File: config.mk
export PLATFORM = sky130hd
export DESIGN_NAME = fanout_en_i2c_slave
export DESIGN_NICKNAME = d
export VERILOG_FILES = /design/src/rtl/fan_i2c_pkg.sv /design/src/rtl/i2c_line_cond.sv /design/src/rtl/i2c_byte_engine.sv /design/src/rtl/en_reg_bank.sv /design/src/rtl/fanout_en_i2c_slave.sv
export SDC_FILE = /design/constraint.sdc
export NUM_CORES = 1
export LEC_CHECK = 0
export BUFFER_PORTS_ARGS = -buffer_cell sky130_fd_sc_hd__buf_2
export CAP_MARGIN = 20
export CORE_MARGIN = 5
export CORE_UTILIZATION = 52
export DETAILED_ROUTE_END_ITERATION = 12
export PLACE_DENSITY_LB_ADDON = 0.1
export SYNTH_ARGS = -nofsm -noshare
export SYNTH_HDL_FRONTEND = slang
export SYNTH_SLANG_ARGS = --single-unit
export TNS_END_PERCENT = 1
File: constraint.sdc
create_clock -name clk -period 3.1 [get_ports clk]
set_clock_uncertainty 0.05 [all_clocks]
set_input_delay 0.31 -clock clk [delete_from_list [all_inputs] [get_ports clk]]
set_output_delay 0.31 -clock clk [all_outputs]
set_load 0.005 [all_outputs]
File: src/rtl/fan_i2c_pkg.sv
package fan_i2c_pkg;
  localparam int NOUT = 13;
  typedef enum logic [2:0] {
    ST_IDLE, ST_RX, ST_ACKO, ST_TX, ST_ACKI
  } eng_st_e;
endpackage

File: src/rtl/i2c_line_cond.sv
module i2c_line_cond #(
  parameter int FILT = 3
) (
  input  logic clk,
  input  logic rst_n,
  input  logic line_i,
  output logic line_f
);
  localparam int CW = $clog2(FILT + 1);
  logic [1:0]    sync_q;
  logic [CW-1:0] cnt_q;

  // two-flop synchroniser, then the level must differ for FILT cycles
  always_ff @(posedge clk or negedge rst_n) begin
    if (!rst_n) begin
      sync_q <= 2'b11;
      cnt_q  <= '0;
      line_f <= 1'b1;
    end else begin
      sync_q <= {sync_q[0], line_i};
      if (sync_q[1] == line_f) begin
        cnt_q <= '0;
      end else if (cnt_q == CW'(FILT - 1)) begin
        line_f <= sync_q[1];
        cnt_q  <= '0;
      end else begin
        cnt_q <= cnt_q + 1'b1;
      end
    end
  end
endmodule

File: src/rtl/i2c_byte_engine.sv
module i2c_byte_engine
  import fan_i2c_pkg::*;
#(
  parameter logic [6:0] SLV_ADDR = 7'h69,
  parameter logic [7:0] CNT_VAL  = 8'h09,
  parameter int         IW       = 4
) (
  input  logic          clk,
  input  logic          rst_n,
  input  logic          scl_f,
  input  logic          sda_f,
  input  logic [7:0]    rd_data,
  output logic [IW-1:0] rd_idx,
  output logic          wr_en,
  output logic [IW-1:0] wr_idx,
  output logic [7:0]    wr_data,
  output logic          drive_low,
  output logic          busy,
  output logic          start_det,
  output logic          stop_det,
  output logic          nack_det
);
  eng_st_e       st;
  logic          scl_q, sda_q;
  logic [7:0]    shreg;
  logic [3:0]    bitcnt;
  logic          is_addr, is_read;
  logic [IW-1:0] bidx;
  logic          scl_rise, scl_fall;
  logic [7:0]    tx_byte;

  always_ff @(posedge clk or negedge rst_n) begin
    if (!rst_n) begin
      scl_q <= 1'b1;
      sda_q <= 1'b1;
    end else begin
      scl_q <= scl_f;
      sda_q <= sda_f;
    end
  end

  assign scl_rise  = scl_f & ~scl_q;
  assign scl_fall  = ~scl_f & scl_q;
  assign start_det = scl_f & scl_q & sda_q & ~sda_f;
  assign stop_det  = scl_f & scl_q & ~sda_q & sda_f;

  // byte 0 of a read frame is the count value, then registers from 0
  assign rd_idx  = bidx - IW'(1);
  assign tx_byte = (bidx == '0) ? CNT_VAL : rd_data;

  // the first two write bytes (command, count) never reach the bank
  assign wr_en    = (st == ST_RX) && scl_fall && (bitcnt == 4'd8) &&
                    !is_addr && (bidx >= IW'(2));
  assign wr_idx   = bidx - IW'(2);
  assign wr_data  = shreg;
  assign nack_det = (st == ST_ACKI) && scl_rise && sda_f;
  assign busy     = (st != ST_IDLE);

  always_ff @(posedge clk or negedge rst_n) begin
    if (!rst_n) begin
      st        <= ST_IDLE;
      shreg     <= '0;
      bitcnt    <= '0;
      is_addr   <= 1'b0;
      is_read   <= 1'b0;
      bidx      <= '0;
      drive_low <= 1'b0;
    end else if (start_det) begin
      st        <= ST_RX;
      bitcnt    <= '0;
      is_addr   <= 1'b1;
      is_read   <= 1'b0;
      bidx      <= '0;
      drive_low <= 1'b0;
    end else if (stop_det) begin
      st        <= ST_IDLE;
      drive_low <= 1'b0;
    end else begin
      unique case (st)
        ST_RX: begin
          if (scl_rise) begin
            shreg  <= {shreg[6:0], sda_f};
            bitcnt <= bitcnt + 4'd1;
          end else if (scl_fall && bitcnt == 4'd8) begin
            if (is_addr && shreg[7:1] != SLV_ADDR) begin
              st <= ST_IDLE;
            end else begin
              if (is_addr) is_read <= shreg[0];
              drive_low <= 1'b1;
              st        <= ST_ACKO;
            end
          end
        end
        ST_ACKO: begin
          if (scl_fall) begin
            drive_low <= 1'b0;
            if (is_addr) is_addr <= 1'b0;
            else if (bidx != '1) bidx <= bidx + IW'(1);
            if (is_read) begin
              shreg     <= tx_byte;
              drive_low <= ~tx_byte[7];
              bitcnt    <= 4'd1;
              st        <= ST_TX;
            end else begin
              bitcnt <= '0;
              st     <= ST_RX;
            end
          end
        end
        ST_TX: begin
          if (scl_fall) begin
            if (bitcnt == 4'd8) begin
              drive_low <= 1'b0;
              st        <= ST_ACKI;
            end else begin
              shreg     <= {shreg[6:0], 1'b0};
              drive_low <= ~shreg[6];
              bitcnt    <= bitcnt + 4'd1;
            end
          end
        end
        ST_ACKI: begin
          if (scl_rise) begin
            if (sda_f) st <= ST_IDLE;
            else if (bidx != '1) bidx <= bidx + IW'(1);
          end else if (scl_fall) begin
            shreg     <= tx_byte;
            drive_low <= ~tx_byte[7];
            bitcnt    <= 4'd1;
            st        <= ST_TX;
          end
        end
        default: st <= ST_IDLE;
      endcase
    end
  end
endmodule

File: src/rtl/en_reg_bank.sv
module en_reg_bank
  import fan_i2c_pkg::*;
#(
  parameter int NREG = 3,
  parameter int IW   = 4
) (
  input  logic          clk,
  input  logic          rst_n,
  input  logic          wr_en,
  input  logic [IW-1:0] wr_idx,
  input  logic [7:0]    wr_data,
  input  logic [IW-1:0] rd_idx,
  output logic [7:0]    rd_data,
  output logic [NOUT-1:0] en_o
);
  logic [7:0] q [NREG];

  for (genvar i = 0; i < NREG; i++) begin : g_reg
    always_ff @(posedge clk or negedge rst_n) begin
      if (!rst_n)                             q[i] <= 8'hFF;
      else if (wr_en && wr_idx == IW'(i))     q[i] <= wr_data;
    end
  end

  // indexes past the bank read as all ones
  always_comb begin
    rd_data = 8'hFF;
    for (int i = 0; i < NREG; i++)
      if (rd_idx == IW'(i)) rd_data = q[i];
  end

  // reserved bits are stored but routed nowhere
  assign en_o = {q[2][6], q[1][7:4], q[1][1:0], q[0][7:6], q[0][3:0]};
endmodule

File: src/rtl/fanout_en_i2c_slave.sv
module fanout_en_i2c_slave
  import fan_i2c_pkg::*;
#(
  parameter logic [6:0] SLV_ADDR = 7'h69,
  parameter logic [7:0] CNT_VAL  = 8'h09,
  parameter int         NREG     = 3,
  parameter int         FILT     = 3
) (
  input  logic            clk,
  input  logic            rst_n,
  input  logic            scl_i,
  input  logic            sda_i,
  output logic            sda_pull_o,
  output logic [NOUT-1:0] clk_en_o
);
  localparam int IW = 4;

  logic [1:0]    raw, filt;
  logic          scl_f, sda_f;
  logic [IW-1:0] rd_idx, wr_idx;
  logic [7:0]    rd_data, wr_data;
  logic          wr_en, busy, start_det, stop_det, nack_det;

  assign raw = {sda_i, scl_i};
  for (genvar g = 0; g < 2; g++) begin : g_line
    i2c_line_cond #(.FILT(FILT)) u_cond (
      .clk(clk), .rst_n(rst_n), .line_i(raw[g]), .line_f(filt[g])
    );
  end
  assign scl_f = filt[0];
  assign sda_f = filt[1];

  i2c_byte_engine #(.SLV_ADDR(SLV_ADDR), .CNT_VAL(CNT_VAL), .IW(IW)) u_eng (
    .clk(clk), .rst_n(rst_n), .scl_f(scl_f), .sda_f(sda_f),
    .rd_data(rd_data), .rd_idx(rd_idx), .wr_en(wr_en), .wr_idx(wr_idx),
    .wr_data(wr_data), .drive_low(sda_pull_o), .busy(busy),
    .start_det(start_det), .stop_det(stop_det), .nack_det(nack_det)
  );

  en_reg_bank #(.NREG(NREG), .IW(IW)) u_bank (
    .clk(clk), .rst_n(rst_n), .wr_en(wr_en), .wr_idx(wr_idx),
    .wr_data(wr_data), .rd_idx(rd_idx), .rd_data(rd_data), .en_o(clk_en_o)
  );
endmodule

==> summary.md <==
| Metric | Value |
|---|---|
| Flop and latch count out of synthesis | 58 |
| WS Path Type | flop to flop |
| Critical path required time | between 3000 and 4000 ps |
| Final Max Slew Viols | 0 |
| Post-synth top area cell | dfstp_2 |
| DR DRC count | 0 |
| First-pass GRT wire length | about 12 mm |
| Startpoint types | flop |
| Busiest grt layer | met2 |
| CP max FO | 7 |
| Worst slew pin tran | around 700 ps |
| Worst setup margin | ~840 ps |
| Die Y | ~90 um |
| Core ar. | between 6000 and 7000 um2 |
| Final setup fails | 0 |
| Number of global-route vias before repair | between 2,000 and 2,500 |
| Fill cell count | 538 |
| Setup TNS | 0 ps |
| DP Worst Slack | roughly 840 ps |
| Initial Utilization | 0.534 |
| Initial antenna violation count | 0 |
| RSZ-0062 raised after global routing | no |
| Port Buffers | 17 |
| GRT overflow | 0 |
| Reg clk slew, reported paths | about 70 ps |
| DR WL/cell | about 17 um |
| Hold Crit Class | primary input to flop |
| Via Count | 2,394 |
| Yosys top cell area share | 0.249 |
| Synth top area cells | dfstp_2 25%, dfrtp_1 19%, mux2_2 9.0%, ha_1 4.1%, nand2_1 3.5% |
| Leak pwr | ~1.6 nW |
| Dpl hpwl | 5.03 mm |
| Final nets | about 350 |
| CTS H-tree depth | 3 |
| Non-Filler Instances | around 420 |
| IO Pins | 18 |
| Hold Vio Cnt, Final | 0 |
| Vias per inst | roughly 5.8 |
| Crit path time final | between 2000 and 2500 ps |
| Antenna Nets Post-Route | 0 |
| Die X | ~91 um |
| CTS Sinks | 58 |
| Ys async rst share | 1.00 |
| Status | finished, final reports clean |
| Sequential fraction of the synthesis area | 0.442 |
| Final Util | 0.577 |
| EDFF count, synth | 0 |
| CTS tree | yes |
| GRT Resource Usage Total | 0.180 |
| Hold Slack | between 20 and 25 ps |
| Met1 Usage GRT | 0.241 |
| Post-CTS Hold Buffers | 1 |
| Cts bufs inserted | 9 |
| Final instance area | between 3000 and 4000 um2 |
| Ys Warns | 0 |
| Final period utilization | 0.728 |
| Number of max-cap violations | 0 |
| Share of post-route cells with drive strength above 1 | 0.314 |
| Mapped Area | ~3400 um2 |
| Worst vdd ir | around 0.00043 V |
| Skew-Pair Late Insertion Delay | between 300 and 400 ps |
| Main synth FF type | dfstp_2 |
| Crit path DAT | ~2400 ps |
| Pin count of the biggest net entering global routing | 32 |
| Dpl cell area | roughly 3400 um2 |
| Cts repair resizes | 0 |
| GRT met2 Usage | 0.283 |
| Final Wtd Congestion | ~0.9 |
| PwrDens | about 830 nW/um2 |
| Post-Place Cells | 397 |
| Pwr Total | 3.03 mW |
| Post-CTS setup buffers | 0 |
| Max_slew headroom | 0.532 |
| CTS Buffer Depth | 2 |
| TritonRoute pass-1 iters | 4 |
| Root Buffer | clkbuf_8 |
| Crit end category | flop |
| Core Rows | 29 |
| Antenna Cells | 0 |
| Iter 0 DRT Violations | between 80 and 90 |
| Met3 Usage GRT | 0.0542 |
| Post-synth cell types | 66 |
| Layout area overhead | 8.02% |
| Drt total wl | around 7 mm |
| Synthesized Nets | 340 |
| F_max | around 0.44 GHz |
| DIE AREA | roughly 8200 um2 |
| Syn Area/Cell | around 10 um2 |
| Post-Synthesis Cells | 325 |
==> synthesized netlist by cell type, drive strengths merged, types with 3 or more instances <==
| cell | number |
|---|---|
| a21boi | 3 |
| a21oi | 12 |
| a221o | 4 |
| a31oi | 10 |
| and2 | 3 |
| and4 | 3 |
| buf | 21 |
| clkbuf | 4 |
| dfrtp | 26 |
| dfstp | 32 |
| ha | 11 |
| inv | 13 |
| mux2 | 28 |
| nand2 | 34 |
| nand2b | 4 |
| nor2 | 13 |
| nor2b | 14 |
| nor3 | 5 |
| nor3b | 11 |
| nor4bb | 3 |
| o21ai | 19 |
| o31a | 4 |
| or3b | 3 |
| xnor2 | 5 |
==> critical path, cell delays in order, from the launching register on <==
cell	delay, ps
dfrtp_1	450
inv_1	180
ha_1	260
or3b_2	520
o211ai_1	260
a31oi_1	90
a211oi_1	260
a21oi_1	60
==> layer usage <==
metal  share of wire  up-vias
met2            0.48       34
met5               0        -
met3           0.040        5
li1                -     1180
met4           0.011        0
met1            0.47     1175
==> cells by family (layout without fill, tap and decap cells) <==
group / Yosys count / count (layout) / share of synthesized area
compound gates: 80 / 80 / 0.164
simple gates: 104 / 104 / 0.182
mux: 29 / 29 / 0.0965
buf+inv: 38 / 51 / 0.0612
xor+xnor: 5 / 5 / 0.0130
flops: 58 / 58 / 0.442
fa+ha+maj: 11 / 11 / 0.0408
==> registers in the layout, summed over array words and instances (netlist names) <==
name                  cells
g_line.u_cond.cnt_q       4
g_line.u_cond.line_f      2
g_line.u_cond.sync_q      4
u_bank.en_o              13
u_bank.q                 11
u_eng.bidx                4
u_eng.bitcnt              4
u_eng.drive_low           1
u_eng.is_addr             1
u_eng.is_read             1
u_eng.scl_q               1
u_eng.sda_q               1
u_eng.st                  3
u_eng.wr_data             8
==> placed cells by master (no fill, tap or decap), drive strengths merged, types with 12 or more instances in the layout <==
cell   count
nor2b     14
a21oi     12
inv       13
o21ai     19
dfstp     32
buf       20
nor2      13
nand2     34
dfrtp     26
mux2      28
==> where the power goes <==
group          internal [mW]  total (mW)  switching, mW
Combinational          0.500        1.13          0.628
Sequential             0.936        1.19          0.258
Clock                  0.410       0.711          0.301
==> layout make-up <==
type | instances | area, um2 | area share
Timing Repair Buffer | 22 | 128 | 0.0351
Sequential cell | 58 | 1490 | 0.410
Clock inverter | 5 | 52.6 | 0.0144
Tap cell | 77 | 96.3 | 0.0265
Inverter | 13 | 48.8 | 0.0134
Multi-Input combinational cell | 229 | 1670 | 0.459
Clock buffer | 11 | 151 | 0.0416
==> final timing paths <==
path                                             from                          to  slack, ps  cells after the start
min reg2reg                g_line[0].u_cond.sync_q[0]  g_line[0].u_cond.sync_q[1]        310                      0
max in group asynchronous                       rst_n                 u_bank.q[5]       1630                      3
max                                     u_eng.bidx[1]            u_eng.wr_data[1]        840                      7
min in group asynchronous                       rst_n   g_line[1].u_cond.cnt_q[1]        500                      2
min                                             sda_i  g_line[1].u_cond.sync_q[0]         20                      1
max reg2reg                             u_eng.bidx[1]            u_eng.wr_data[1]        840                      7
Note: power is estimated with default switching activity, not from simulation.
